===== src/rtl/sema_pkg.sv =====
package sema_pkg;
  localparam int GATES  = 16;
  localparam int CORES  = 2;
  localparam int CODE_W = 2;
  localparam int LANES  = 4;
  localparam int NIBS   = GATES / 4;

  localparam int OFF_EN0 = 'h40;
  localparam int OFF_EN1 = 'h48;
  localparam int OFF_ST0 = 'h80;
  localparam int OFF_ST1 = 'h88;

  typedef logic [GATES-1:0] gateVec_t;
  typedef logic [GATES-1:0][CODE_W-1:0] ownerArr_t;
  typedef logic [CORES-1:0][GATES-1:0] maskArr_t;

  typedef struct packed {
    gateVec_t              unlockReq;
    gateVec_t              lockTry;
    gateVec_t              codeMatch;
    logic [CODE_W-1:0]     code;
    logic [CORES-1:0]      enWr;
    gateVec_t              enVal;
  } strobe_t;

  // Register view <-> gate view; the mapping is its own inverse.
  function automatic gateVec_t swapNibbles(gateVec_t v);
    gateVec_t r;
    for (int i = 0; i < GATES; i++) begin
      r[i] = v[(NIBS - 1 - i / 4) * 4 + (i % 4)];
    end
    return r;
  endfunction
endpackage


===== src/rtl/sema_gate.sv =====
module sema_gate
  import sema_pkg::*;
(
  input  logic              clk,
  input  logic              rstN,
  input  logic              unlockReq,
  input  logic              lockTry,
  input  logic              codeMatch,
  input  logic [CODE_W-1:0] code,
  output logic [CODE_W-1:0] owner,
  output logic [CORES-1:0]  notif
);
  logic [CODE_W-1:0] waiter;
  logic              ownerFreeOrSelf;

  assign ownerFreeOrSelf = (owner == '0) || (owner == code);

  always_ff @(posedge clk or negedge rstN) begin
    if (!rstN) begin
      owner  <= '0;
      waiter <= '0;
      notif  <= '0;
    end else if (unlockReq) begin
      if (owner == code) begin
        owner <= '0;
        for (int c = 0; c < CORES; c++) begin
          if (waiter == CODE_W'(c + 1)) notif[c] <= 1'b1;
        end
      end
    end else if (lockTry) begin
      if (codeMatch && ownerFreeOrSelf) begin
        owner <= code;
        if (waiter != '0) begin
          notif <= '0;
          if (waiter == code) waiter <= '0;
        end
      end else begin
        waiter <= code;
      end
    end
  end
endmodule


===== src/rtl/sema_dp.sv =====
module sema_dp
  import sema_pkg::*;
(
  input  logic             clk,
  input  logic             rstN,
  input  strobe_t          stb,
  output ownerArr_t        ownerArr,
  output maskArr_t         enMask,
  output maskArr_t         notifMask,
  output logic [CORES-1:0] irq
);
  logic [GATES-1:0][CORES-1:0] notifByGate;

  for (genvar g = 0; g < GATES; g++) begin : gen_gate
    sema_gate u_gate (
      .clk       (clk),
      .rstN      (rstN),
      .unlockReq (stb.unlockReq[g]),
      .lockTry   (stb.lockTry[g]),
      .codeMatch (stb.codeMatch[g]),
      .code      (stb.code),
      .owner     (ownerArr[g]),
      .notif     (notifByGate[g])
    );
  end

  always_comb begin
    for (int c = 0; c < CORES; c++) begin
      for (int g = 0; g < GATES; g++) begin
        notifMask[c][g] = notifByGate[g][c];
      end
    end
  end

  always_ff @(posedge clk or negedge rstN) begin
    if (!rstN) begin
      enMask <= '0;
    end else begin
      for (int c = 0; c < CORES; c++) begin
        if (stb.enWr[c]) enMask[c] <= stb.enVal;
      end
    end
  end

  for (genvar c = 0; c < CORES; c++) begin : gen_irq
    assign irq[c] = |(notifMask[c] & enMask[c]);
  end
endmodule


===== src/rtl/sema_ctrl.sv =====
module sema_ctrl
  import sema_pkg::*;
#(
  parameter int ADDR_W = 9
) (
  input  logic              busEn,
  input  logic              busWe,
  input  logic              busWide,
  input  logic              busMaster,
  input  logic [ADDR_W-1:0] busAddr,
  input  logic [31:0]       busWdata,
  input  ownerArr_t         ownerArr,
  input  maskArr_t          enMask,
  input  maskArr_t          notifMask,
  output strobe_t           stb,
  output logic [31:0]       busRdata
);
  localparam int GIDX_W = $clog2(GATES);

  logic [ADDR_W-1:0] wordAddr;
  logic              inGates;
  logic              wordInGates;
  logic              wrCycle;
  logic              rdCycle;

  assign wordAddr    = {busAddr[ADDR_W-1:2], 2'b00};
  assign inGates     = busAddr < ADDR_W'(GATES);
  assign wordInGates = wordAddr < ADDR_W'(GATES);
  assign wrCycle     = busEn && busWe;
  assign rdCycle     = busEn && !busWe;

  // Write decode: per-gate strobes plus enable loads.
  always_comb begin
    logic       hitG;
    logic [7:0] valG;
    stb      = '0;
    stb.code = busMaster ? CODE_W'(2) : CODE_W'(1);
    for (int g = 0; g < GATES; g++) begin
      hitG = 1'b0;
      valG = '0;
      if (wrCycle) begin
        if (!busWide) begin
          hitG = inGates && (busAddr[GIDX_W-1:0] == GIDX_W'(g));
          valG = busWdata[7:0];
        end else begin
          hitG = wordInGates && (int'(wordAddr) == (g & ~3));
          valG = busWdata[8*(g%LANES) +: 8];
        end
      end
      if (hitG) begin
        if (valG == 8'd0) begin
          stb.unlockReq[g] = 1'b1;
        end else if (valG <= 8'd2) begin
          stb.lockTry[g]   = 1'b1;
          stb.codeMatch[g] = (valG[CODE_W-1:0] == stb.code);
        end
      end
    end
    if (wrCycle && busWide) begin
      stb.enWr[0] = (int'(wordAddr) == OFF_EN0);
      stb.enWr[1] = (int'(wordAddr) == OFF_EN1);
    end
    stb.enVal = swapNibbles(busWdata[31:16]);
  end

  // Read mux.
  always_comb begin
    busRdata = '0;
    if (rdCycle) begin
      if (!busWide) begin
        if (inGates) busRdata[CODE_W-1:0] = ownerArr[busAddr[GIDX_W-1:0]];
      end else if (wordInGates) begin
        for (int k = 0; k < LANES; k++) begin
          busRdata[8*k +: CODE_W] = ownerArr[{wordAddr[GIDX_W-1:2], 2'(k)}];
        end
      end else begin
        case (int'(wordAddr))
          OFF_EN0: busRdata[31:16] = swapNibbles(enMask[0]);
          OFF_EN1: busRdata[31:16] = swapNibbles(enMask[1]);
          OFF_ST0: busRdata[31:16] = swapNibbles(notifMask[0]);
          OFF_ST1: busRdata[31:16] = swapNibbles(notifMask[1]);
          default: busRdata = '0;
        endcase
      end
    end
  end
endmodule


===== src/rtl/sema_top.sv =====
module sema_top
  import sema_pkg::*;
#(
  parameter int ADDR_W = 9
) (
  input  logic              clk,
  input  logic              rstN,
  input  logic              busEn,
  input  logic              busWe,
  input  logic              busWide,
  input  logic              busMaster,
  input  logic [ADDR_W-1:0] busAddr,
  input  logic [31:0]       busWdata,
  output logic [31:0]       busRdata,
  output logic              irqCore0,
  output logic              irqCore1
);
  strobe_t          stb;
  ownerArr_t        ownerArr;
  maskArr_t         enMask;
  maskArr_t         notifMask;
  logic [CORES-1:0] irq;

  sema_ctrl #(.ADDR_W(ADDR_W)) u_ctrl (
    .busEn     (busEn),
    .busWe     (busWe),
    .busWide   (busWide),
    .busMaster (busMaster),
    .busAddr   (busAddr),
    .busWdata  (busWdata),
    .ownerArr  (ownerArr),
    .enMask    (enMask),
    .notifMask (notifMask),
    .stb       (stb),
    .busRdata  (busRdata)
  );

  sema_dp u_dp (
    .clk       (clk),
    .rstN      (rstN),
    .stb       (stb),
    .ownerArr  (ownerArr),
    .enMask    (enMask),
    .notifMask (notifMask),
    .irq       (irq)
  );

  assign irqCore0 = irq[0];
  assign irqCore1 = irq[1];
endmodule


===== config.mk =====
export PLATFORM = sky130hd
export DESIGN_NAME = sema_top
export DESIGN_NICKNAME = d
export VERILOG_FILES = /design/src/rtl/sema_pkg.sv /design/src/rtl/sema_gate.sv /design/src/rtl/sema_dp.sv /design/src/rtl/sema_ctrl.sv /design/src/rtl/sema_top.sv
export SDC_FILE = /design/constraint.sdc
export NUM_CORES = 1
export LEC_CHECK = 0
export BUFFER_PORTS_ARGS = -buffer_cell sky130_fd_sc_hd__buf_2
export CAP_MARGIN = 20
export CORE_ASPECT_RATIO = 0.7
export CORE_MARGIN = 10
export CORE_UTILIZATION = 49
export DETAILED_ROUTE_END_ITERATION = 8
export PLACE_DENSITY_LB_ADDON = 0.1
export SLEW_MARGIN = 10
export SYNTH_ARGS = -nofsm -noshare
export SYNTH_HDL_FRONTEND = slang
export SYNTH_SLANG_ARGS = --single-unit

===== constraint.sdc =====
create_clock -name clk -period 3.75 [get_ports clk]
set_clock_uncertainty 0.2 [all_clocks]
set_input_delay 0.5625 -clock clk [delete_from_list [all_inputs] [get_ports clk]]
set_output_delay 0.5625 -clock clk [all_outputs]
set_load 0.01 [all_outputs]

==> impl_metrics.tcl <==
set metrics [dict create \
    outcome "complete, no violations" \
    grt_max_degree 91 \
    finalSetupTns_ns 0 \
    clock_sinks 128 \
    crit_required_ns 2.99 \
    nets 1021 \
    finalInstanceArea_mm2 0.00988 \
    max_stage_delay_ns 0.70 \
    hold_viol 0 \
    reg2reg_slack_ns 1.67 \
    setup-violations-final 0 \
    async_flop_share_pct 100 \
    grt_pass1_vias 7681 \
    period_minus_slack_ns 3.37 \
    met1_usage_pct 35.4 \
    ys_types 81 \
    ant_nets 0 \
    min_path_type "input pin to register" \
    grt-busiest-layer "met2" \
    use_met3_pct 7.47 \
    die_y_um 131 \
    diodes 0 \
    synthCells 916 \
    worst_pin_slew_ns 0.915 \
    grt.total_usage_pct 24.7 \
    io_buffers 68 \
    cp_common_cell "buf_2" \
    critPathSlowestCell "or4b_1" \
    arrival_ns 2.61 \
    p_seq_share_pct 39.1 \
    finalPower_w 0.00358 \
    drive_gt1_share_pct 18.8 \
    numCtsBuffers 17 \
    synth_commonest_cells "dfrtp_1 (128), nor2_1 (66), a21oi_1 (58), nand2_1 (58), o21ai_0 (38)" \
    synthTopCellsByArea "dfrtp_1 (37%), mux2i_1 (4.2%), mux2_2 (3.4%), a21oi_1 (3.4%), o41ai_1 (3.0%)" \
    dp_worst_setup_slack_ns 0.454 \
    drc_errors 0 \
    power_switching_share_pct 24.5 \
    end_kind "primary output" \
    first_pass_iters 6 \
    maxSlewHeadroom_pct 38.6 \
    synth_edf_count 0 \
    start_util_pct 50.2 \
    rows 40 \
    rsz0062_at_grt "false" \
    root_buffer "clkbuf_16" \
    crit_type "input pin to primary output" \
    placed_cell_area_mm2 0.00921 \
    clkTransAtPathRegs_ns 0.06 \
    slew_viol_final 0 \
    routed_via_density 6.79 \
    p_int_w 0.00270 \
    grt_overflow 0 \
    yosys.area.top_type "dfrtp_1" \
    ir_drop_mv 0.225 \
    p_per_area_mw_per_mm2 363 \
    synthToLayoutAreaGrowth_pct 14.4 \
    antenna_found_initial 1 \
    setup_ws_ns 0.379 \
    maxCapViolCount 0 \
    post_cts_resized 0 \
    syn_area_per_cell_um2 9.43 \
    synth_area_mm2 0.00864 \
    hpwl_um 21200 \
    finalCritPeriodShare_pct 89.9 \
    ys_seq_area_share_pct 37.1 \
    ctsLongestPathBuffers 2 \
    htree_num_levels 4 \
    gr-usage-met2_pct 35.6 \
    critical_path.cell_chain "buf_2, or4b_1, nor3b_2, buf_4, a222oi_1, a21oi_1, buf_2" \
    dr_total_vias 8268 \
    die_w_um 179 \
    cts_tree "yes" \
    dieArea_mm2 0.0234 \
    worstSetupStartpointType "input pin" \
    fp.coreArea_mm2 0.0172 \
    synth_top_flop_cell "dfrtp_1" \
    p_comb_share_pct 8.6 \
    drt_iter0_markers 1416 \
    hold_ws_ns 0.176 \
    p_leak_nw 3.99 \
    post_drt_wl_per_cell_um 23.7 \
    clockPowerShare_pct 52.3 \
    wl_um 28800 \
    synth.most_common_cell "dfrtp_1" \
    synthDominantCellAreaShare_pct 37.1 \
    grt_pass1_wl_um 44800 \
    worst_skew_pair.late_latency_ns 0.43 \
    yosys_warnings 0 \
    ys_ff_latch 128 \
    clock.fmax_ghz 0.297 \
    netSwitchingPower_w 0.000879 \
    ioPinCount 81 \
    crit_fanout 10 \
    gp_congestion 0.964 \
]
final timing paths:
| check | start | end | depth (start not counted) |
|---|---|---|---|
| hold / removal | busWdata[28] | u_dp.enMask[16]$_DFFE_PN0P_ | 2 |
| min in group asynchronous | rstN | u_dp.gen_gate[9].u_gate.owner[0]$_DFFE_PN0P_ | 2 |
| setup / recovery | busAddr[2] | busRdata[18] | 7 |
| setup reg to reg | u_dp.gen_gate[8].u_gate.owner[0]$_DFFE_PN0P_ | u_dp.gen_gate[8].u_gate.notif[0]$_DFFE_PN0P_ | 5 |
| hold reg to reg | u_dp.enMask[5]$_DFFE_PN0P_ | u_dp.enMask[5]$_DFFE_PN0P_ | 1 |
| max in group asynchronous | rstN | u_dp.gen_gate[8].u_gate.notif[1]$_DFFE_PN0P_ | 3 |
power groups by stage:
| stage | combinational [W] | clock [W] | sequential [W] |
|---|---|---|---|
| global route | 0.000334 | 0.00195 | 0.00140 |
| detailed placement | 0.000300 | 0 | 0.00142 |
| CTS | 0.000302 | 0.00189 | 0.00140 |
| finish | 0.000308 | 0.00187 | 0.00140 |
| floorplan | 0.000183 | 0 | 0.00142 |
| global placement | 0.000297 | 0 | 0.00142 |
layer usage:
layer | up-vias | routed length, um
li1 | 3720 | -
met1 | 4026 | 12900
met2 | 489 | 12000
met3 | 31 | 3640
met4 | 2 | 299
met5 | - | 13
state kept, by name (all words and copies together) (netlist names):
name and flops:
u_dp.gen_gate.u_gate.owner 32, u_dp.gen_gate.u_gate.waiter 32, u_dp.enMask 32, u_dp.gen_gate.u_gate.notif 32
repair_timing:
item / in CTS / in global routing
endpoints found under the hold margin: 62 / 0
setup buffers: 0 / 0
endpoints found under the setup margin: 0 / 0
hold buffers: 1 / 0
final cells by class:
cell class / count / area, um2
Fill cell: 1523 / 7340
Multi-Input combinational cell: 719 / 5110
Sequential cell: 128 / 3200
Timing Repair Buffer: 96 / 574
Clock buffer: 20 / 457
Tap cell: 231 / 289
Clock inverter: 12 / 206
Inverter: 12 / 45.0
worst max-delay path, delay by kind of cell:
family,cells,cell delay (ns)
AOI/OAI and AO/OA,2,0.32
buffers and inverters,3,0.55
and+or+nand+nor,2,1.17
cells by family (layout without fill, tap and decap cells):
kind of cell | count (synthesis) | count (layout) | share of synthesized area (%)
AOI/OAI and AO/OA | 333 | 333 | 28.5
and+or+nand+nor | 283 | 283 | 18.4
DFF | 128 | 128 | 37.1
muxes | 87 | 87 | 11.3
buffers and inverters | 80 | 140 | 4.30
xor gates and xnor gates | 4 | 4 | 0.405
other | 1 | 12 | 0.0434
placed cells by master (no fill, tap or decap), drive strengths merged, types with 14 or more instances in the layout:
cell type	Yosys	routed
nand3	15	15
nor2	67	67
clkbuf	33	20
mux2	47	47
o21ai	59	59
nand2b	34	34
o211ai	14	14
a21oi	58	58
nor4	14	14
dfrtp	128	128
o41ai	30	30
nand2	58	58
a222oi	15	15
nand4	15	15
buf	35	95
mux2i	36	36
nor3	17	17
o31ai	24	24
metrics by stage:
stage	utilization [%]	cells
4_1_cts	57.4	1218
3_5_place_dp	53.5	1185
6_report	57.4	1218
5_1_grt	57.4	1218
2_1_floorplan	-	927
3_3_place_gp	53.5	1185
Power figures use the tool's default switching activity.
